[src/rtl/snp_pkg.sv]
package snp_pkg;
  typedef enum logic [1:0] {ST_I = 2'b00, ST_S = 2'b01, ST_E = 2'b10, ST_M = 2'b11} mesi_t;

  // strobes from control to datapath
  typedef struct packed {
    logic capture;
    logic inq;
    logic l1wb;
    logic memwb;
    logic binv;
    logic done;
  } ctl_stb_t;

  // decision flags from datapath to control
  typedef struct packed {
    logic l2Mod;
    logic l1Mod;
    logic needBinv;
  } dp_flag_t;
endpackage

[src/rtl/snp_datapath.sv]
module snp_datapath
  import snp_pkg::*;
(
  input  logic           clk,
  input  logic           rstN,
  input  ctl_stb_t       stb,
  input  logic [1:0]     l2In,
  input  logic [1:0]     l1In,
  input  logic           invIn,
  input  logic           ncIn,
  output dp_flag_t       flags,
  output logic [1:0]     l2Next,
  output logic [1:0]     l1Next,
  output logic           inqStb,
  output logic           binvStb,
  output logic           l1WbStb,
  output logic           memWbStb,
  output logic           donePulse
);
  mesi_t l2Q, l1Q;
  logic  invQ, ncQ;

  always_ff @(posedge clk) begin
    if (!rstN) begin
      l2Q  <= ST_I;
      l1Q  <= ST_I;
      invQ <= 1'b0;
      ncQ  <= 1'b0;
    end else if (stb.capture) begin
      l2Q  <= mesi_t'(l2In);
      l1Q  <= mesi_t'(l1In);
      invQ <= invIn;
      ncQ  <= ncIn;
    end
  end

  always_comb begin
    flags.l2Mod    = (l2Q == ST_M);
    flags.l1Mod    = (l1Q == ST_M);
    flags.needBinv = invQ && (l2Q != ST_I);
  end

  // final second-level state
  always_comb begin
    if (l2Q == ST_I || invQ)          l2Next = ST_I;
    else if (l2Q == ST_M && ncQ)      l2Next = ST_E;
    else                              l2Next = ST_S;
  end

  // final first-level state
  always_comb begin
    if (l2Q == ST_I || invQ)               l1Next = ST_I;
    else if (l1Q == ST_M || l1Q == ST_E)   l1Next = ST_S;
    else                                   l1Next = l1Q;
  end

  assign inqStb    = stb.inq;
  assign binvStb   = stb.binv;
  assign l1WbStb   = stb.l1wb;
  assign memWbStb  = stb.memwb;
  assign donePulse = stb.done;
endmodule

[src/rtl/snp_control.sv]
module snp_control
  import snp_pkg::*;
(
  input  logic     clk,
  input  logic     rstN,
  input  logic     snpValid,
  input  logic     l1Resp,
  input  dp_flag_t flags,
  output ctl_stb_t stb,
  output logic     ready
);
  typedef enum logic [2:0] {
    C_IDLE, C_EVAL, C_INQ, C_WAIT, C_L1WB, C_MEMWB, C_BINV, C_DONE
  } ctl_st_t;

  ctl_st_t st, stNext;

  always_ff @(posedge clk) begin
    if (!rstN) st <= C_IDLE;
    else       st <= stNext;
  end

  always_comb begin
    stNext = st;
    unique case (st)
      C_IDLE:  if (snpValid) stNext = C_EVAL;
      C_EVAL: begin
        if (flags.l2Mod)         stNext = C_INQ;
        else if (flags.needBinv) stNext = C_BINV;
        else                     stNext = C_DONE;
      end
      C_INQ:   stNext = C_WAIT;
      C_WAIT:  if (l1Resp) stNext = flags.l1Mod ? C_L1WB : C_MEMWB;
      C_L1WB:  stNext = C_MEMWB;
      C_MEMWB: stNext = flags.needBinv ? C_BINV : C_DONE;
      C_BINV:  stNext = C_DONE;
      C_DONE:  stNext = C_IDLE;
      default: stNext = C_IDLE;
    endcase
  end

  always_comb begin
    stb.capture = (st == C_IDLE) && snpValid;
    stb.inq     = (st == C_INQ);
    stb.l1wb    = (st == C_L1WB);
    stb.memwb   = (st == C_MEMWB);
    stb.binv    = (st == C_BINV);
    stb.done    = (st == C_DONE);
  end

  assign ready = (st == C_IDLE);
endmodule

[src/rtl/snp_unit.sv]
module snp_unit
  import snp_pkg::*;
(
  input  logic       clk,
  input  logic       rstN,
  input  logic       snpValid,
  input  logic [1:0] l2State,
  input  logic [1:0] l1State,
  input  logic       snpInv,
  input  logic       snpNoCache,
  input  logic       l1Resp,
  output logic       snpReady,
  output logic       inqStb,
  output logic       binvStb,
  output logic       l1WbStb,
  output logic       memWbStb,
  output logic       donePulse,
  output logic [1:0] l2Next,
  output logic [1:0] l1Next
);
  ctl_stb_t stb;
  dp_flag_t flags;

  snp_control u_ctl (
    .clk(clk), .rstN(rstN), .snpValid(snpValid), .l1Resp(l1Resp),
    .flags(flags), .stb(stb), .ready(snpReady)
  );

  snp_datapath u_dp (
    .clk(clk), .rstN(rstN), .stb(stb),
    .l2In(l2State), .l1In(l1State), .invIn(snpInv), .ncIn(snpNoCache),
    .flags(flags), .l2Next(l2Next), .l1Next(l1Next),
    .inqStb(inqStb), .binvStb(binvStb), .l1WbStb(l1WbStb),
    .memWbStb(memWbStb), .donePulse(donePulse)
  );
endmodule

[config.mk]
export PLATFORM = sky130hd
export DESIGN_NAME = snp_unit
export DESIGN_NICKNAME = d
export VERILOG_FILES = /design/src/rtl/snp_pkg.sv /design/src/rtl/snp_datapath.sv /design/src/rtl/snp_control.sv /design/src/rtl/snp_unit.sv
export SDC_FILE = /design/constraint.sdc
export NUM_CORES = 1
export LEC_CHECK = 0
export ABC_AREA = 1
export BUFFER_PORTS_ARGS = -buffer_cell sky130_fd_sc_hd__buf_2
export CORE_AREA = 2 2 39 41
export CTS_CLUSTER_SIZE = 12
export DETAILED_ROUTE_END_ITERATION = 8
export DIE_AREA = 0 0 41 43
export PLACE_DENSITY_LB_ADDON = 0.08
export REMOVE_ABC_BUFFERS = 1
export SLEW_MARGIN = 30
export SYNTH_ARGS = -nofsm -noshare
export SYNTH_HDL_FRONTEND = slang
export SYNTH_SLANG_ARGS = --single-unit
[constraint.sdc]
create_clock -name clk -period 1 [get_ports clk]
set_input_delay 0.2 -clock clk [delete_from_list [all_inputs] [get_ports clk]]
set_output_delay 0.2 -clock clk [all_outputs]
set_load 0.02 [all_outputs]
Word level (Yosys, flattened, before mapping)

Cells that the tools add are included.

$add $sub $neg: 0
Multipliers: 0
Div/mod/pow operators: 0
Order comparisons: 0
Equality and inequality tests: 12
Shift-type cells: 0
Multiplexer cells: 10
Bitwise operators: 0
Reductions and logical operators: 9

Operators by type and width:

| cell                                                             | count |
|---|---|
| 3-bit one-hot mux with 8 select lines                            | 1 |
| 3-bit == test (second input constant)                            | 4 |
| 3-bit 2-to-1 mux                                                 | 3 |
| 2-bit 2-to-1 mux                                                 | 4 |
| 2-bit == test (second input constant)                            | 3 |
| 3-bit by 2-bit == test with 1-bit output (second input constant) | 2 |
| 2-bit != test (second input constant)                            | 2 |
| 3-bit by 1-bit == test with 1-bit output (second input constant) | 1 |
| 1-bit logical AND                                                | 3 |
| 3-bit logical NOT                                                | 1 |
| 2-bit logical NOT                                                | 1 |
| 1-bit logical OR                                                 | 2 |
| 1-bit 2-to-1 mux                                                 | 2 |
| 2-bit AND reduction                                              | 1 |
| 2-bit nonzero test                                               | 1 |

Register bits: 9
Bits in latches: 0
RAM bits: 0
Bits in read-only memories: 0
Input port bits: 10
Output and inout bits: 10
Word-level logic and storage cells: 36
Memories kept: 0

Logic depth before layout (Yosys ltp)

Word-level depth: 5
Depth in mapped cells: 6
Gate-level depth less buffers: 6

Cells and area by module

A second synthesis with hierarchy kept.

Cell total of the unflattened synthesis: 87
Area, all modules: 526.8 µm²

Modules (own cells, without submodules):

| module       | instances | cells each | area each (µm²) | seq. area each (µm²) |
|---|---|---|---|---|
| snp_datapath | 1         | 46         | 302.8           | 120.1 |
| snp_control  | 1         | 41         | 224.0           | 60.1 |

Least setup slack after synthesis

OpenSTA, ideal clock, no wires.

Path kind: register to output
Start: register u_ctl.st[2]
End: output memWbStb
Arrival: 0.997 ns
Data required time: 0.800 ns
Setup slack: -0.197 ns
Cell stages (with the launch flop): 4
Buffers on the path: 1
Path through: dfxtp_1 buf_4 inv_1 nor3_1

Word-level cells in the longest chain between the ends: 1

RTL lines:

| element                | RTL line          | RTL |
|---|---|---|
| from (decl)            | snp_control.sv:16 | `ctl_st_t st, stNext;` |
| from (signal assigned) | snp_control.sv:20 | `else st <= stNext;` |
| 3-bit == test          | snp_control.sv:46 | `stb.memwb = (st == C_MEMWB);` |
| to (decl)              | snp_unit.sv:16    | `output logic memWbStb,` |

No other way between the ends.

Worst setup path in the final report

Start: register u_dp.l2Q[1]
End: output l2Next[1]

Word-level cells in the longest chain between the ends: 4
Elaborated cells on any way between the ends: 6
Classes of those cells: eq/ne (1); mux (2); reduce/logical (3)

RTL lines:

| element                | RTL line           | RTL |
|---|---|---|
| from (decl)            | snp_datapath.sv:20 | `mesi_t l2Q, l1Q;` |
| from (signal assigned) | snp_datapath.sv:30 | `l2Q <= mesi_t'(l2In);` |
| 2-bit == test          | snp_datapath.sv:46 | `else if (l2Q == ST_M && ncQ) l2Next = ST_E;` |
| 1-bit logical AND      | snp_datapath.sv:46 |  |
| 2-bit 2-to-1 mux       | snp_datapath.sv:46 |  |
| 2-bit 2-to-1 mux (*)   | snp_datapath.sv:45 | `if (l2Q == ST_I \|\| invQ) l2Next = ST_I;` |
| to (decl)              | snp_unit.sv:18     | `output logic [1:0] l2Next,` |

Every way passes the cells marked *; elsewhere a longest branch is shown, timed or not.

==> impl_metrics.ini <==
[status]
status = complete, but fails checks
violations = setup timing

[grt]
grt_pass1_wl_mm = 2.17
track_usage_pct = 19.1
grt_pass1_vias = 510
grt_max_degree = 8
antenna_found_initial = 0
grt_overflow = 0

[place]
finalWeightedCongestion = 0.738
dp_hpwl_um = 898
portBuffers = 18
place_area_um2 = 639

[cells_and_area]
antenna_cells = 0
final_cell_area_um2 = 926
synthToLayoutAreaGrowth_pct = 86.4
nets = 114
drive_gt1_share_pct = 68.9

[sta]
fmaxAchievable_mhz = 784
finalClockSkew_ns = 0.00150
finalHoldViolations = 0
finalWorstSetupSlack_ns = -0.276
fin_crit_ns = 1.28
final-setup-viol-count = 18
final.setup.tns_ns = -2.79
finalCritPeriodShare_pct = 128
rsz0062_at_grt = true
slew_viol_final = 0

[detailed_routing]
num_vias = 578
first_pass_iters = 2
drtIter0Drc = 2
ant_nets = 0
drcViolationCount = 0
wl_per_cell_um = 11.4
via_per_inst = 4.86
wl_mm = 1.36

[critical_path]
path_cells = nand2_4, nor3b_2, buf_4
r2r_cells = 7
required_ns = 0.80
slowest_stage = dfxtp_4
cp_slowest_stage_delay_ns = 0.40
start_kind = register
r2r_start = u_ctl.st[0]
rr_endpoint = u_dp.l2Q[1]
arrival_ns = 1.08
critPathMaxFanout = 5
criticalPathCategory = register to output pin
r2r_slack_ns = -0.13
endpoint_kind = output pin

[logic_synthesis]
async_reset_ff_share_pct = 0
yosysMostFrequentCell = nand2_1
synth_cells = 72
ys_seq_elements = 9
synth_top_area_share_pct = 36.3
synth-main-ff-cell = dfxtp_1
synth_seq_area_share_pct = 36.3
synth_enable_flop_cells = 0
ys_warn_count = 0
synth.top_cells.by_count = 15 x nand2_1, 9 x a21oi_1, 9 x dfxtp_1
yosysTopAreaCell = dfxtp_1
synth_area_um2 = 497
synth_area_leaders = dfxtp_1 36%, nand2_1 11%, a21oi_1 9.1%, nand3_1 8.1%, nor2_1 6.0%
ys_types = 20
syn_area_per_cell_um2 = 6.90

[floorplan]
row_count = 14
core-area_um2 = 1380
dieArea_um2 = 1760
initial_utilization_pct = 35.9
pin_count = 20
fp.dieH_um = 43
die_x_um = 41

[flow_run]
cap_violations = 0

[clock_tree]
tritoncts = yes
hold_buffers = 0
clk_path_buf_depth = 2
cts.clk_slew.worst_paths_ns = 0.06
clock-sinks = 9
htree_num_levels = 1
cts_root_buf = clkbuf_4
insertion_delay_ns = 0.26
cts_buffers = 3

[power]
ir_drop_mv = 1.08
p_leak_nw = 0.406
power_density_nw_per_um2 = 1770

[hold_path]
hold_class = primary input to register
worstHoldStart = rstN
holdPathStages = 3
hold_end = u_ctl.st[0]
-- timing repair --
action	CTS	global route
buffers inserted	5	0
pin swaps	8	5
endpoints found under the setup margin	16	18
resized for setup	42	24
-- per-layer routing --
layer | track usage [%] | routed length [um] | up-vias
li1 | - | - | 299
met4 | 10.0 | 0 | 0
met3 | 4.71 | 49 | 0
met1 | 20.4 | 520 | 265
met2 | 32.2 | 785 | 14
met5 | 0 | 0 | -
-- sequential cells by signal, summed over array words and instances, names as in the netlist --
register and count:
u_dp.l2Q 2, u_ctl.st 3, u_dp.invQ 1, u_dp.ncQ 1, u_dp.l1Q 2
-- cell type report --
| class | count | area (um^2) |
|---|---|---|
| sequential | 9 | 198 |
| clock buffer | 4 | 26.3 |
| timing repair buffer | 30 | 236 |
| tap | 16 | 20.0 |
| fill | 120 | 458 |
| multi-input combinational | 54 | 415 |
| inverter | 6 | 30.0 |
-- stage by stage --
step                hold slack (ns)  util (%)  std cells  total power, W  setup WS [ns]
floorplan                     0.325         -         69        0.000811         -0.316
global placement              0.464      46.2        110        0.000996        -0.0861
detailed placement            0.466      46.2        110        0.000992        -0.0926
CTS                           0.178      60.0        119         0.00153         -0.283
global route                  0.188      66.9        119         0.00175         -0.324
finish                        0.196      66.9        119         0.00164         -0.276
-- worst max-delay path, delay by kind of cell (launching register included) --
| family | cells | cell delay (ns) |
|---|---|---|
| buf+inv | 1 | 0.17 |
| simple gates | 2 | 0.26 |
| flops | 1 | 0.40 |
-- cells by family (layout without fill, tap and decap cells) --
group	Yosys count	in the layout	share of synthesized area, %
DFF	9	9	36.3
buffers and inverters	9	40	8.56
xor gates and xnor gates	1	1	1.76
and+or+nand+nor	39	39	38.3
AOI/OAI and AO/OA	13	13	14.4
other	1	1	0.755
-- cells in the final DEF, fill, tap and decap left out, types with 4 or more instances in the layout --
cell / instances
buf_4: 13
buf_2: 9
nand2_1: 8
buf_6: 7
nand2_2: 6
nand3_1: 6
a21oi_2: 6
nor2_1: 5
nor2_4: 4
dfxtp_4: 4
-- worst max path at each step --
stage / start / end / slack, ns / cells after the start
2_1_floorplan: u_ctl.st[2] / memWbStb / -0.32 / 2
3_3_place_gp: u_ctl.st[1] / snpReady / -0.09 / 4
3_5_place_dp: u_ctl.st[1] / snpReady / -0.09 / 4
4_1_cts: u_dp.l2Q[1] / l2Next[1] / -0.28 / 3
5_1_grt: u_dp.l2Q[1] / l2Next[1] / -0.32 / 3
6_report: u_dp.l2Q[1] / l2Next[1] / -0.28 / 3
-- power breakdown --
part	internal [W]	total, W	switching, W
combinational	0.000398	0.000844	0.000446
sequential	0.000426	0.000516	0.0000899
clock	0.000154	0.000281	0.000128
No activity file was read; power rests on OpenSTA's default activity.
